`config.mk`:
```
export PLATFORM = sky130hd
export DESIGN_NAME = sqi_capture_unit
export DESIGN_NICKNAME = d
export VERILOG_FILES = /design/src/rtl/sqi_pkg.sv /design/src/rtl/sqi_regfile.sv /design/src/rtl/sqi_threshold_map.sv /design/src/rtl/sqi_worst_tracker.sv /design/src/rtl/sqi_capture_unit.sv
export SDC_FILE = /design/constraint.sdc
export NUM_CORES = 1
export LEC_CHECK = 0
export BUFFER_PORTS_ARGS = -buffer_cell sky130_fd_sc_hd__buf_2
export CAP_MARGIN = 20
export CELL_PAD_IN_SITES_DETAIL_PLACEMENT = 0
export CELL_PAD_IN_SITES_GLOBAL_PLACEMENT = 1
export CORE_MARGIN = 3
export CORE_UTILIZATION = 40
export DETAILED_ROUTE_END_ITERATION = 10
export PLACE_DENSITY_LB_ADDON = 0.1
export SYNTH_ARGS = -nofsm -noshare
export SYNTH_HDL_FRONTEND = slang
export SYNTH_SLANG_ARGS = --single-unit
```
`constraint.sdc`:
```
create_clock -name clk -period 18.85 [get_ports clk]
set_input_delay 4.7125 -clock clk [delete_from_list [all_inputs] [get_ports clk]]
set_output_delay 4.7125 -clock clk [all_outputs]
set_load 0.1 [all_outputs]
```
`src/rtl/sqi_pkg.sv`:
```
package sqi_pkg;
   localparam int IDX_W   = 3;
   localparam int NUM_THR = (1 << IDX_W) - 1;
   localparam int ADDR_W  = 4;
   localparam logic [IDX_W-1:0] IDX_BEST = '1;

   localparam logic [ADDR_W-1:0] ADDR_CFG  = 4'd0;
   localparam logic [ADDR_W-1:0] ADDR_STAT = 4'd8;

   localparam int CFG_EN_BIT  = 0;
   localparam int CFG_CAP_BIT = 1;
   localparam int CFG_CH_LSB  = 2;
   localparam int STAT_WORST_LSB = 4;
endpackage

```
`src/rtl/sqi_regfile.sv`:
```
module sqi_regfile
   import sqi_pkg::*;
#(
   parameter int NUM_CH = 4,
   parameter int MSE_W  = 16,
   parameter int DATA_W = 16,
   localparam int CH_W  = $clog2(NUM_CH)
) (
   input  logic                              clk,
   input  logic                              rst_n,
   input  logic                              wr_i,
   input  logic [ADDR_W-1:0]                 addr_i,
   input  logic [DATA_W-1:0]                 wdata_i,
   output logic                              en_o,
   output logic                              cap_o,
   output logic [CH_W-1:0]                   chan_o,
   output logic [NUM_THR-1:0][MSE_W-1:0]     thr_o
);
   logic cfg_hit;
   assign cfg_hit = wr_i && (addr_i == ADDR_CFG);

   always_ff @(posedge clk or negedge rst_n) begin
      if (!rst_n) begin
         en_o   <= 1'b0;
         cap_o  <= 1'b0;
         chan_o <= '0;
      end else if (cfg_hit) begin
         en_o   <= wdata_i[CFG_EN_BIT];
         cap_o  <= wdata_i[CFG_CAP_BIT];
         chan_o <= wdata_i[CFG_CH_LSB +: CH_W];
      end else begin
         cap_o  <= 1'b0;
      end
   end

   for (genvar t = 0; t < NUM_THR; t++) begin : g_thr
      logic [MSE_W-1:0] lim_q;
      always_ff @(posedge clk or negedge rst_n) begin
         if (!rst_n)
            lim_q <= '0;
         else if (wr_i && (addr_i == ADDR_W'(t + 1)))
            lim_q <= wdata_i[MSE_W-1:0];
      end
      assign thr_o[t] = lim_q;
   end

   // without a fresh request the capture pulse lasts one clock
   assert_capture_selfclear_R4: assert property (@(posedge clk) disable iff (!rst_n)
      cap_o && !(wr_i && addr_i == ADDR_CFG && wdata_i[CFG_CAP_BIT]) |=> !cap_o);
endmodule

```
`src/rtl/sqi_threshold_map.sv`:
```
module sqi_threshold_map
   import sqi_pkg::*;
#(
   parameter int MSE_W = 16
) (
   input  logic                          en_i,
   input  logic [MSE_W-1:0]              mse_i,
   input  logic [NUM_THR-1:0][MSE_W-1:0] thr_i,
   output logic [IDX_W-1:0]              idx_o
);
   logic [IDX_W-1:0] crossed;

   always_comb begin
      crossed = '0;
      for (int t = 0; t < NUM_THR; t++)
         if (mse_i > thr_i[t]) crossed = crossed + 1'b1;
      idx_o = en_i ? (IDX_BEST - crossed) : '0;
   end
endmodule

```
`src/rtl/sqi_worst_tracker.sv`:
```
module sqi_worst_tracker
   import sqi_pkg::*;
(
   input  logic             clk,
   input  logic             rst_n,
   input  logic             en_i,
   input  logic             reload_i,
   input  logic [IDX_W-1:0] idx_i,
   output logic [IDX_W-1:0] worst_o
);
   always_ff @(posedge clk or negedge rst_n) begin
      if (!rst_n)
         worst_o <= IDX_BEST;
      else if (reload_i)
         worst_o <= idx_i;
      else if (en_i && (idx_i < worst_o))
         worst_o <= idx_i;
   end

   // frozen while disabled and not being read
   assert_worst_hold_R6: assert property (@(posedge clk) disable iff (!rst_n)
      (!reload_i && !en_i) |=> $stable(worst_o));
   // never rises without a reload and never exceeds the index it saw
   assert_worst_monotone_R5: assert property (@(posedge clk) disable iff (!rst_n)
      (!reload_i && en_i) |=> (worst_o <= $past(worst_o)) && (worst_o <= $past(idx_i)));
endmodule

```
`src/rtl/sqi_capture_unit.sv`:
```
module sqi_capture_unit
   import sqi_pkg::*;
#(
   parameter int NUM_CH = 4,
   parameter int MSE_W  = 16,
   parameter int DATA_W = 16,
   localparam int CH_W  = $clog2(NUM_CH)
) (
   input  logic                          clk,
   input  logic                          rst_n,
   input  logic                          reg_wr,
   input  logic                          reg_rd,
   input  logic [ADDR_W-1:0]             reg_addr,
   input  logic [DATA_W-1:0]             reg_wdata,
   output logic [DATA_W-1:0]             reg_rdata,
   input  logic [NUM_CH-1:0][MSE_W-1:0]  mse_i
);
   if (NUM_CH != 2 && NUM_CH != 4) begin : g_bad_ch
      $error("sqi_capture_unit: NUM_CH must be 2 or 4");
   end
   if (DATA_W < MSE_W || DATA_W < 8) begin : g_bad_dw
      $error("sqi_capture_unit: DATA_W too narrow");
   end

   logic                          en;
   logic                          cap;
   logic [CH_W-1:0]               chan;
   logic [NUM_THR-1:0][MSE_W-1:0] thr;
   logic [NUM_CH-1:0][IDX_W-1:0]  idx;
   logic [NUM_CH-1:0][IDX_W-1:0]  worst;
   logic [IDX_W-1:0]              stat_cur_q;
   logic                          stat_rd;

   sqi_regfile #(.NUM_CH(NUM_CH), .MSE_W(MSE_W), .DATA_W(DATA_W)) u_regs (
      .clk(clk), .rst_n(rst_n), .wr_i(reg_wr), .addr_i(reg_addr),
      .wdata_i(reg_wdata), .en_o(en), .cap_o(cap), .chan_o(chan), .thr_o(thr)
   );

   assign stat_rd = reg_rd && (reg_addr == ADDR_STAT);

   for (genvar c = 0; c < NUM_CH; c++) begin : g_ch
      sqi_threshold_map #(.MSE_W(MSE_W)) u_map (
         .en_i(en), .mse_i(mse_i[c]), .thr_i(thr), .idx_o(idx[c])
      );
      sqi_worst_tracker u_worst (
         .clk(clk), .rst_n(rst_n), .en_i(en),
         .reload_i(stat_rd && (chan == CH_W'(c))),
         .idx_i(idx[c]), .worst_o(worst[c])
      );
   end

   always_ff @(posedge clk or negedge rst_n) begin
      if (!rst_n)
         stat_cur_q <= '0;
      else if (cap)
         stat_cur_q <= idx[chan];
   end

   always_comb begin
      reg_rdata = '0;
      if (reg_addr == ADDR_CFG) begin
         reg_rdata[CFG_EN_BIT]            = en;
         reg_rdata[CFG_CH_LSB +: CH_W]    = chan;
      end else if (reg_addr == ADDR_STAT) begin
         reg_rdata[IDX_W-1:0]             = stat_cur_q;
         reg_rdata[STAT_WORST_LSB +: IDX_W] = worst[chan];
      end else begin
         for (int t = 0; t < NUM_THR; t++)
            if (reg_addr == ADDR_W'(t + 1)) reg_rdata[MSE_W-1:0] = thr[t];
      end
   end

   // grading off forces every index to 0
   assert_idx_zero_off_R1: assert property (@(posedge clk) disable iff (!rst_n)
      !en |-> (idx == '0));
   // a capture pulse freezes the selected pair's index
   assert_capture_latch_R3: assert property (@(posedge clk) disable iff (!rst_n)
      cap |=> stat_cur_q == $past(idx[chan]));
   // status current field only moves on a capture
   assert_status_hold_R9: assert property (@(posedge clk) disable iff (!rst_n)
      !cap |=> $stable(stat_cur_q));
   // capture bit never visible on readback
   assert_cap_readback_R4: assert property (@(posedge clk) disable iff (!rst_n)
      (reg_addr == ADDR_CFG) |-> !reg_rdata[CFG_CAP_BIT]);
endmodule

```
==> flow_summary.toml, run 1 <==
[floorplan]
core_area_mm2 = 0.0425
start_util = 0.410
dieArea_mm2 = 0.0461
die_w_um = 215
row_count = 75
die_y_um = 215
io-pin-count = 104

[synthesis]
synth_edf_count = 0
synth_area_mm2 = 0.0174
synth_top_area_share = 0.344
synth_top_flop_cell = "dfrtp_1"
synth_warnings = 0
syn_avg_cell_area_um2 = 9.40
yosys_register_bits = 131
yosysTopAreaCell = "ha_1"
netlist_instances = 1856
synthTopCellsByArea = "ha_1 (34%), dfrtp_1 (17%), mux2_2 (7.7%)"
async_reset_ff_frac = 1.00
synth_cell_types = 86
synthesis.nets = 2424
yosysSeqAreaShare = 0.189

[worst_hold_path]
min_path_type = "flop to flop"
whs_endpoint = "u_regs.g_thr[6].lim_q[1]$_DFFE_PN0P_"
hold_start = "u_regs.g_thr[6].lim_q[1]$_DFFE_PN0P_"
hold_path_depth = 2

[setup_path]
crit_type = "input pin to output port"
r2r-start = "u_regs.g_thr[1].lim_q[1]$_DFFE_PN0P_"
critPathCaptureType = "output port"
cp_data_arrival_time_ns = 6.85
r2r_cells = 32
critical_path.max_fanout = 17
rrSetupSlack_ns = 11.49
path_buf_inv = 2
r2r_end = "g_ch[1].u_worst.worst_o[2]$_DFFE_PN1P_"
crit_required_ns = 14.14
cp_common_cell = "buf_2"
worstPathCellList = "buf_2 > nor2_1 > and3_1 > a222oi_1 > nand3_1 > o21ai_0 > nand2_1 > buf_2"
cp-start-kind = "input pin"
critPathSlowestCell = "and3_1"
cpLargestDelayFamily = "simple AND/OR/NAND/NOR gates"
cpPeakStageDelay_ns = 0.77

[clock_network]
cts_setup_buffers = 0
cts_tree = "built"
cts_resized = 0
clock_sink_count = 131
root_buffer = "clkbuf_16"
clkTransAtPathRegs_ns = 0.06
htree_levels = 4
numCtsBuffers = 17
insertion_delay_ns = 0.44
cts_hold_buf = 0
clock_path_buffers = 2

[final_layout]
area_growth_pct = 11.0
num-nets-final = 2529
multi_input_area_mm2 = 0.0135
final_cell_mix = "ha_1 (480), a21oi_1 (140), inv_1 (138)"
final_area_mm2 = 0.0194
final_common_cell = "ha_1"
fin_cells = 2553
fillers = 4188
seq_area_mm2 = 0.00329
layout-drive-gt1-share = 0.159
final_core_utilization = 0.455

[grt]
grt_pass1_vias = 15400
antenna_found_initial = 2
grt_pass1_wl_um = 98300
grt_start_max_net_pins = 77
globalRoute.totalOverflow = 0
grt_util_all_layers = 0.286

[timing]
setup_viol = 0
worst_pin_slew_ns = 1.02
fin_ws_ns = 7.29
tns_ns = 0
whs_ns = 0.514
fmax_ghz = 0.0865
maxSlewHeadroom = 0.321
skew_ns = 0.0124
rsz0062_at_grt = "false"
slew_viol_final = 0
fin_crit_sh = 0.613
fin_crit_ns = 11.56
hold_viol_final = 0

[power]
ir_worst_vdd_uv = 106
p_leak_nw = 9.24
power_mw = 2.34
power.density_mw_per_mm2 = 121

[placement]
dp_slack_ns = 7.24
dp_hpwl_um = 56000
placed_cell_area_mm2 = 0.0187
dpl.cell_count = 2518
placement.io_buffers = 103
gp_congestion = 0.933

[routing]
wl_per_cell_um = 26.4
firstDrtPassIters = 5
drt_iter0_drc = 1215
postRouteAntennaNets = 0
drt_wl_total_um = 67400
vias = 15700
vias_per_cell = 6.15
drc_errors = 0

[status]
status = "finished, final reports clean"

[run]
maxCapViolCount = 0
cells by family after synthesis:
| group | share of synthesized area |
|---|---|
| xor+xnor | 0.0250 |
| mux | 0.0880 |
| flops | 0.189 |
| fa+ha+maj | 0.344 |
| buf+inv | 0.0357 |
| compound gates | 0.183 |
| simple gates | 0.135 |
how the worst max path moves through the flow:
stage / from / to / slack [ns] / depth (start not counted)
after global placement: mse_i[41] / g_ch[2].u_worst.worst_o[2]$_DFFE_PN1P_ / 7.31 / 33
after CTS: reg_addr[3] / reg_rdata[5] / 7.30 / 8
after floorplan: reg_addr[1] / reg_rdata[2] / 6.84 / 7
after detailed placement: mse_i[41] / g_ch[2].u_worst.worst_o[1]$_DFFE_PN1P_ / 7.24 / 33
final: reg_addr[3] / reg_rdata[5] / 7.29 / 8
after global routing: reg_addr[3] / reg_rdata[5] / 7.16 / 8
synthesized netlist by cell type, drive strengths merged, types with 15 or more instances:
| master | count |
|---|---|
| ha | 480 |
| a21oi | 141 |
| inv | 138 |
| mux2 | 123 |
| dfrtp | 119 |
| nand2 | 100 |
| nand4 | 97 |
| o21ai | 80 |
| nor2 | 59 |
| a21o | 51 |
| nand3 | 41 |
| nor2b | 39 |
| a22oi | 29 |
| o21a | 27 |
| nand2b | 25 |
| clkbuf | 24 |
| a222oi | 18 |
| a211oi | 15 |
| nor3 | 15 |
| o211ai | 15 |
worst register-to-register path, delay by kind of cell, from the launching register on:
family / cells / cell delay [ns]
adders and majority gates: 7 / 1.98
and+or+nand+nor: 5 / 0.61
AOI/OAI and AO/OA: 12 / 2.22
buffers and inverters: 2 / 0.30
xor gates and xnor gates: 3 / 0.87
DFF: 1 / 0.40
muxes: 3 / 0.90
where the power goes:
| part | total, mW | internal (mW) | switching (mW) |
|---|---|---|---|
| Clock | 0.382 | 0.252 | 0.130 |
| Sequential | 0.432 | 0.359 | 0.0730 |
| Combinational | 1.52 | 0.626 | 0.898 |
per-layer routing:
metal  part of all wire  GRT usage  wire length [um]  vias to the layer above
met1               0.47      0.400             31600                     7795
met4              0.037      0.102              2530                        0
met2               0.44      0.454             29900                      450
li1                   -          -                 -                     7377
met3              0.049     0.0360              3330                       83
met5                  0          0                 0                        -
layout make-up:
class	instances	share of cell area
Antenna cell	2	0.000259
Sequential cell	131	0.170
Clock inverter	12	0.0118
Tap cell	577	0.0373
Inverter	139	0.0270
Clock buffer	20	0.0231
Timing Repair Buffer	112	0.0315
Multi-Input combinational cell	1560	0.699
state kept, by name, summed over array words and instances, names as in the netlist:
name and flops:
g_ch.u_worst.worst_o 12, u_regs.en_o 1, u_regs.g_thr.lim_q 112, stat_cur_q 3, u_regs.chan_o 2, u_regs.cap_o 1
No activity file was read; power rests on OpenSTA's default activity.
==> inputs of run 2 (changes only) <==
- ABC_AREA: default -> 1
- clock period: 18.85 -> 10.6 ns (I/O delays scaled with it)
==> run 2 against run 1 <==
Net effect: sequential power rose by 68%; wire length is 4.8% higher; global-route usage grew 1.2 points; largest power group unchanged; highest routed layer unchanged; cell count rose by 23%; worst setup slack worse by 4.6 ns; count of clock-buffer cells in the layout fell by 2; total power up 52%; first-iteration DRC count rose by 4.4%; utilization shrank 0.38 points; die area increased by 2.4%; synthesized cell count up 32%; worst hold slack lost 0.031 ns.
==> flow_summary.toml, run 2 <==
[status]
status = "finished, final reports clean"

[synthesis]
yosysTopAreaCell = "ha_1"
synth_area_mm2 = 0.0179
synth_edf_count = 0
synth_top_area_share = 0.336
yosys_register_bits = 131
yosysSeqAreaShare = 0.184
synth.most_common_cell = "nand2_1"
synth_commonest_cells = "nand2_1 (553), ha_1 (480), inv_1 (322), a21oi_1 (202), o21ai_0 (183)"
synthTopCellsByArea = "ha_1 (34%), dfrtp_1 (17%), nand2_1 (12%)"
synth_warnings = 0
synth_cell_types = 52
syn_avg_cell_area_um2 = 7.31
synthesis.nets = 3014
async_reset_ff_frac = 1.00
synth_top_flop_cell = "dfrtp_1"
netlist_instances = 2446

[floorplan]
dieArea_mm2 = 0.0472
die_y_um = 217
io-pin-count = 104
start_util = 0.410
die_w_um = 217
core_area_mm2 = 0.0436
row_count = 76

[setup_path]
endpoint = "g_ch[2].u_worst.worst_o[1]$_DFFE_PN1P_"
r2r_end = "g_ch[2].u_worst.worst_o[1]$_DFFE_PN1P_"
cp_num_cells = 36
crit_type = "input pin to flop"
cpLargestDelayFamily = "adder cells"
critical_path.max_fanout = 7
r2r_cells = 36
cpPeakStageDelay_ns = 0.39
r2r-start = "u_regs.g_thr[0].lim_q[3]$_DFFE_PN0P_"
rrSetupSlack_ns = 4.46
crit_required_ns = 11.01
critPathCaptureType = "flop"
cp_data_arrival_time_ns = 8.33
critPathSlowestCell = "a211oi_1"
cp_common_cell = "nand2_1"
cp-start-kind = "input pin"
path_buf_inv = 4
crit_path_start = "mse_i[35]"

[clock_network]
clock_path_buffers = 2
numCtsBuffers = 17
cts_resized = 0
cts_tree = "built"
clkTransAtPathRegs_ns = 0.06
root_buffer = "clkbuf_16"
clock_sink_count = 131
cts_setup_buffers = 0
insertion_delay_ns = 0.46
cts_hold_buf = 0
htree_levels = 4

[placement]
placed_cell_area_mm2 = 0.0190
gp_congestion = 0.940
placement.io_buffers = 103
dp_hpwl_um = 59700

[timing]
worst_pin_slew_ns = 1.05
maxSlewHeadroom = 0.295
fin_crit_ns = 7.92
fmax_ghz = 0.126
hold_viol_final = 0
tns_ns = 0
whs_ns = 0.483
slew_viol_final = 0
setup_viol = 0
skew_ns = 0.0129
rsz0062_at_grt = "false"
fin_crit_sh = 0.747

[grt]
grt_util_all_layers = 0.298
grt_pass1_vias = 16700
grt_start_max_net_pins = 71
globalRoute.totalOverflow = 0
antenna_found_initial = 0
grt_pass1_wl_um = 104000

[routing]
vias_per_cell = 5.61
wl_per_cell_um = 22.5
drc_errors = 0
firstDrtPassIters = 5
drt_wl_total_um = 70600
postRouteAntennaNets = 0
drt_iter0_drc = 1269
vias = 17600

[power]
p_leak_nw = 10.3
power.density_mw_per_mm2 = 180
ir_worst_vdd_uv = 145

[final_layout]
regMostFlops = "u_regs.g_thr.lim_q"
final_common_cell = "nand2_1"
final_area_mm2 = 0.0197
final_cell_mix = "nand2_1 (553), ha_1 (480), inv_1 (322)"
diodes = 0
area_growth_pct = 10.1
largest_register_ffs = 112
num-nets-final = 3111
reg_top3 = "u_regs.g_thr.lim_q (112), g_ch.u_worst.worst_o (12), stat_cur_q (3)"
layout-drive-gt1-share = 0.0939
final_core_utilization = 0.452

[run]
maxCapViolCount = 0

[worst_hold_path]
min_path_type = "flop to flop"
-- run 2: cell count changes in the layout (fill, tap and decap cells not counted), moves of 47 or more --
cell | before | now
nand2_1 | 100 | 553
inv_1 | 138 | 322
mux2_2 | 119 | 0
o21ai_0 | 73 | 183
nor2_1 | 59 | 126
nand3_1 | 41 | 105
a21oi_1 | 140 | 202
nand4_1 | 96 | 49
-- run 2: power breakdown --
| part | internal [mW] | switching [mW] |
|---|---|---|
| sequential | 0.622 | 0.102 |
| clock | 0.348 | 0.250 |
| combinational | 0.751 | 1.47 |
| total | 1.72 | 1.83 |
-- run 2: cells by family after synthesis --
family | synth area share
AOI/OAI and AO/OA | 0.165
xor gates and xnor gates | 0.00392
adders and majority gates | 0.336
buffers and inverters | 0.0758
DFF | 0.184
and+or+nand+nor | 0.235
-- run 2: worst min-delay path by stage --
stage | from | endpoint | depth (start not counted)
detailed placement | u_regs.g_thr[4].lim_q[1]$_DFFE_PN0P_ | u_regs.g_thr[4].lim_q[1]$_DFFE_PN0P_ | 2
finish | u_regs.g_thr[4].lim_q[1]$_DFFE_PN0P_ | u_regs.g_thr[4].lim_q[1]$_DFFE_PN0P_ | 2
global route | g_ch[0].u_worst.worst_o[2]$_DFFE_PN1P_ | g_ch[0].u_worst.worst_o[2]$_DFFE_PN1P_ | 2
CTS | g_ch[0].u_worst.worst_o[2]$_DFFE_PN1P_ | g_ch[0].u_worst.worst_o[2]$_DFFE_PN1P_ | 2
floorplan | u_regs.g_thr[0].lim_q[10]$_DFFE_PN0P_ | u_regs.g_thr[0].lim_q[10]$_DFFE_PN0P_ | 2
global placement | u_regs.g_thr[0].lim_q[13]$_DFFE_PN0P_ | u_regs.g_thr[0].lim_q[13]$_DFFE_PN0P_ | 2
-- run 2: layer usage --
layer,global-route usage,vias to the layer above,share of wire
li1,-,8625,-
met1,0.418,8357,0.47
met2,0.475,546,0.44
met3,0.0429,84,0.057
met4,0.0889,0,0.028
met5,0,-,0
-- run 2: area by class of cell --
cell class / count / area (um2)
tap: 585 / 732
multi-input combinational: 1957 / 13200
timing repair buffer: 110 / 614
inverter: 326 / 1220
clock inverter: 14 / 154
clock buffer: 18 / 429
fill: 4604 / 23900
sequential: 131 / 3290
-- run 2: worst reg2reg max path: cells and delay by family, from the launching register on --
family | cells | cell delay, ns
compound gates | 7 | 1.39
buf+inv | 4 | 0.42
flops | 1 | 0.37
simple gates | 18 | 1.91
fa+ha+maj | 7 | 1.99
-- run 2: metrics by stage --
step / instances / setup WS (ns) / total power [mW]
after floorplan: 2446 / 2.76 / 2.23
after global placement: 3107 / 2.27 / 2.87
after detailed placement: 3107 / 2.21 / 2.93
after CTS: 3139 / 2.70 / 3.54
after global routing: 3141 / 2.33 / 3.90
final: 3141 / 2.68 / 3.55
==> inputs of run 3 (changes only) <==
- clock period: 10.6 -> 7.7 ns (I/O delays scaled with it)
==> run 3 against run 2 <==
Net effect: design area increased by 0.45%; clock skew increased by 0.011 ns; worst hold slack improved by 0.00058 ns; clock power increased by 37%; global-route usage decreased by 0.42 points; wire length decreased by 0.45%; cell count increased by 0.41%; highest routed layer unchanged.
==> flow_summary.toml, run 3 (synthesis gave the netlist of run 2 again) <==
[routing]
drt_wl_total_um = 70300
drc_errors = 0
vias_per_cell = 5.63
wl_per_cell_um = 22.3
vias = 17800
postRouteAntennaNets = 0
drt_iter0_drc = 1497
firstDrtPassIters = 6

[final_layout]
regMostFlops = "u_regs.g_thr.lim_q"
layout-drive-gt1-share = 0.0985
final_common_cell = "nand2_1"
final_cell_mix = "nand2_1 (553), ha_1 (480), inv_1 (322)"
final_core_utilization = 0.454
seq_area_mm2 = 0.00329
largest_register_ffs = 112
area_growth_pct = 10.6
fin_cells = 3154
multi_input_area_mm2 = 0.0132
reg_top3 = "u_regs.g_thr.lim_q (112), g_ch.u_worst.worst_o (12), stat_cur_q (3)"
num-nets-final = 3123
fillers = 4552

[setup_path]
crit_required_ns = 8.12
critPathCaptureType = "flop"
cp-start-kind = "input pin"
critPathSlowestCell = "o31ai_1"
cp_data_arrival_time_ns = 7.54
crit_type = "input pin to flop"
cpLargestDelayFamily = "adder cells"
critical_path.max_fanout = 7
cp_common_cell = "nand2_1"
cpPeakStageDelay_ns = 0.36
path_buf_inv = 5

[floorplan]
dieArea_mm2 = 0.0472
start_util = 0.410
core_area_mm2 = 0.0436
die_w_um = 217
die_y_um = 217
row_count = 76
io-pin-count = 104

[clock_network]
clock_sink_count = 131
numCtsBuffers = 17
clock_path_buffers = 2
cts_setup_buffers = 0
cts_hold_buf = 0
htree_levels = 4
cts_tree = "built"
clkTransAtPathRegs_ns = 0.07
root_buffer = "clkbuf_16"
insertion_delay_ns = 0.47
cts_resized = 0

[timing]
worst_pin_slew_ns = 1.11
maxSlewHeadroom = 0.259
fin_crit_ns = 7.12
tns_ns = 0
whs_ns = 0.483
setup_viol = 0
rsz0062_at_grt = "false"
fmax_ghz = 0.140
slew_viol_final = 0
fin_crit_sh = 0.925
hold_viol_final = 0
skew_ns = 0.0238

[placement]
dp_hpwl_um = 59300
gp_congestion = 0.938
dpl.cell_count = 3119
placement.io_buffers = 103

[power]
p_leak_nw = 10.4
p_comb_frac = 0.628
ir_worst_vdd_uv = 162
p_int_mw = 2.33
clkPwrFrac = 0.168
power.density_mw_per_mm2 = 247
power_switching_share = 0.524
power.switching_mw = 2.56
power_mw = 4.89
pwr-share-seq = 0.204

[grt]
grt_pass1_wl_um = 102000
grt_start_max_net_pins = 70
globalRoute.totalOverflow = 0
grt_pass1_vias = 16500
antenna_found_initial = 1
grt_util_all_layers = 0.293

[worst_hold_path]
min_path_type = "flop to flop"

[run]
maxCapViolCount = 0

[status]
status = "finished, final reports clean"
run 3: cell types whose count changed in the layout (fill, tap and decap cells not counted), sizes merged:
cell / delta
buf: +12
inv: +8
clkinvlp: -3
bufinv: -2
clkinv: -2
clkbuf: -1
diode: +1
run 3: final timing paths:
check / cells past startpoint / slack, ns / start / endpoint
max in group asynchronous: 2 / 4.88 / rst_n / stat_cur_q[0]$_DFFE_PN0P_
min: 2 / 0.48 / u_regs.g_thr[4].lim_q[3]$_DFFE_PN0P_ / u_regs.g_thr[4].lim_q[3]$_DFFE_PN0P_
min reg2reg: 2 / 0.48 / u_regs.g_thr[4].lim_q[3]$_DFFE_PN0P_ / u_regs.g_thr[4].lim_q[3]$_DFFE_PN0P_
max: 34 / 0.58 / mse_i[53] / g_ch[3].u_worst.worst_o[2]$_DFFE_PN1P_
min in group asynchronous: 1 / 1.46 / rst_n / u_regs.g_thr[3].lim_q[13]$_DFFE_PN0P_
max reg2reg: 36 / 1.56 / u_regs.g_thr[0].lim_q[3]$_DFFE_PN0P_ / g_ch[2].u_worst.worst_o[0]$_DFFE_PN1P_
run 3: power groups by stage:
stage	combinational, mW	sequential (mW)	clock [mW]
CTS	3.04	0.991	0.837
floorplan	2.13	0.946	0
detailed placement	3.03	1.00	0
global route	3.48	1.01	0.871
finish	3.07	0.997	0.821
global placement	2.95	0.997	0
run 3: final cells by class:
cell class                      instances  share of cell area
Clock inverter                         15             0.00779
Timing Repair Buffer                  122              0.0357
Clock buffer                           17              0.0215
Multi-Input combinational cell       1957               0.669
Inverter                              326              0.0619
Sequential cell                       131               0.167
Antenna cell                            1            0.000127
Tap cell                              585              0.0370
run 3: metrics by stage:
step           setup WS [ns]  instance area, um2
4_1_cts                0.594               19700
3_3_place_gp           0.166               19100
5_1_grt                0.208               19800
6_report               0.577               19800
2_1_floorplan          0.847               17900
3_5_place_dp          0.0897               19100
run 3: worst reg2reg max path, delay by kind of cell (launching register included):
kind / cells / cell delay (ns)
and+or+nand+nor: 19 / 2.06
buffers and inverters: 4 / 0.43
adders and majority gates: 7 / 2.01
DFF: 1 / 0.38
AOI/OAI and AO/OA: 6 / 1.21
run 3: metal layers:
metal | track usage | share of wire
met2 | 0.465 | 0.45
met5 | 0 | 0
met4 | 0.0922 | 0.028
met1 | 0.416 | 0.47
met3 | 0.0369 | 0.058
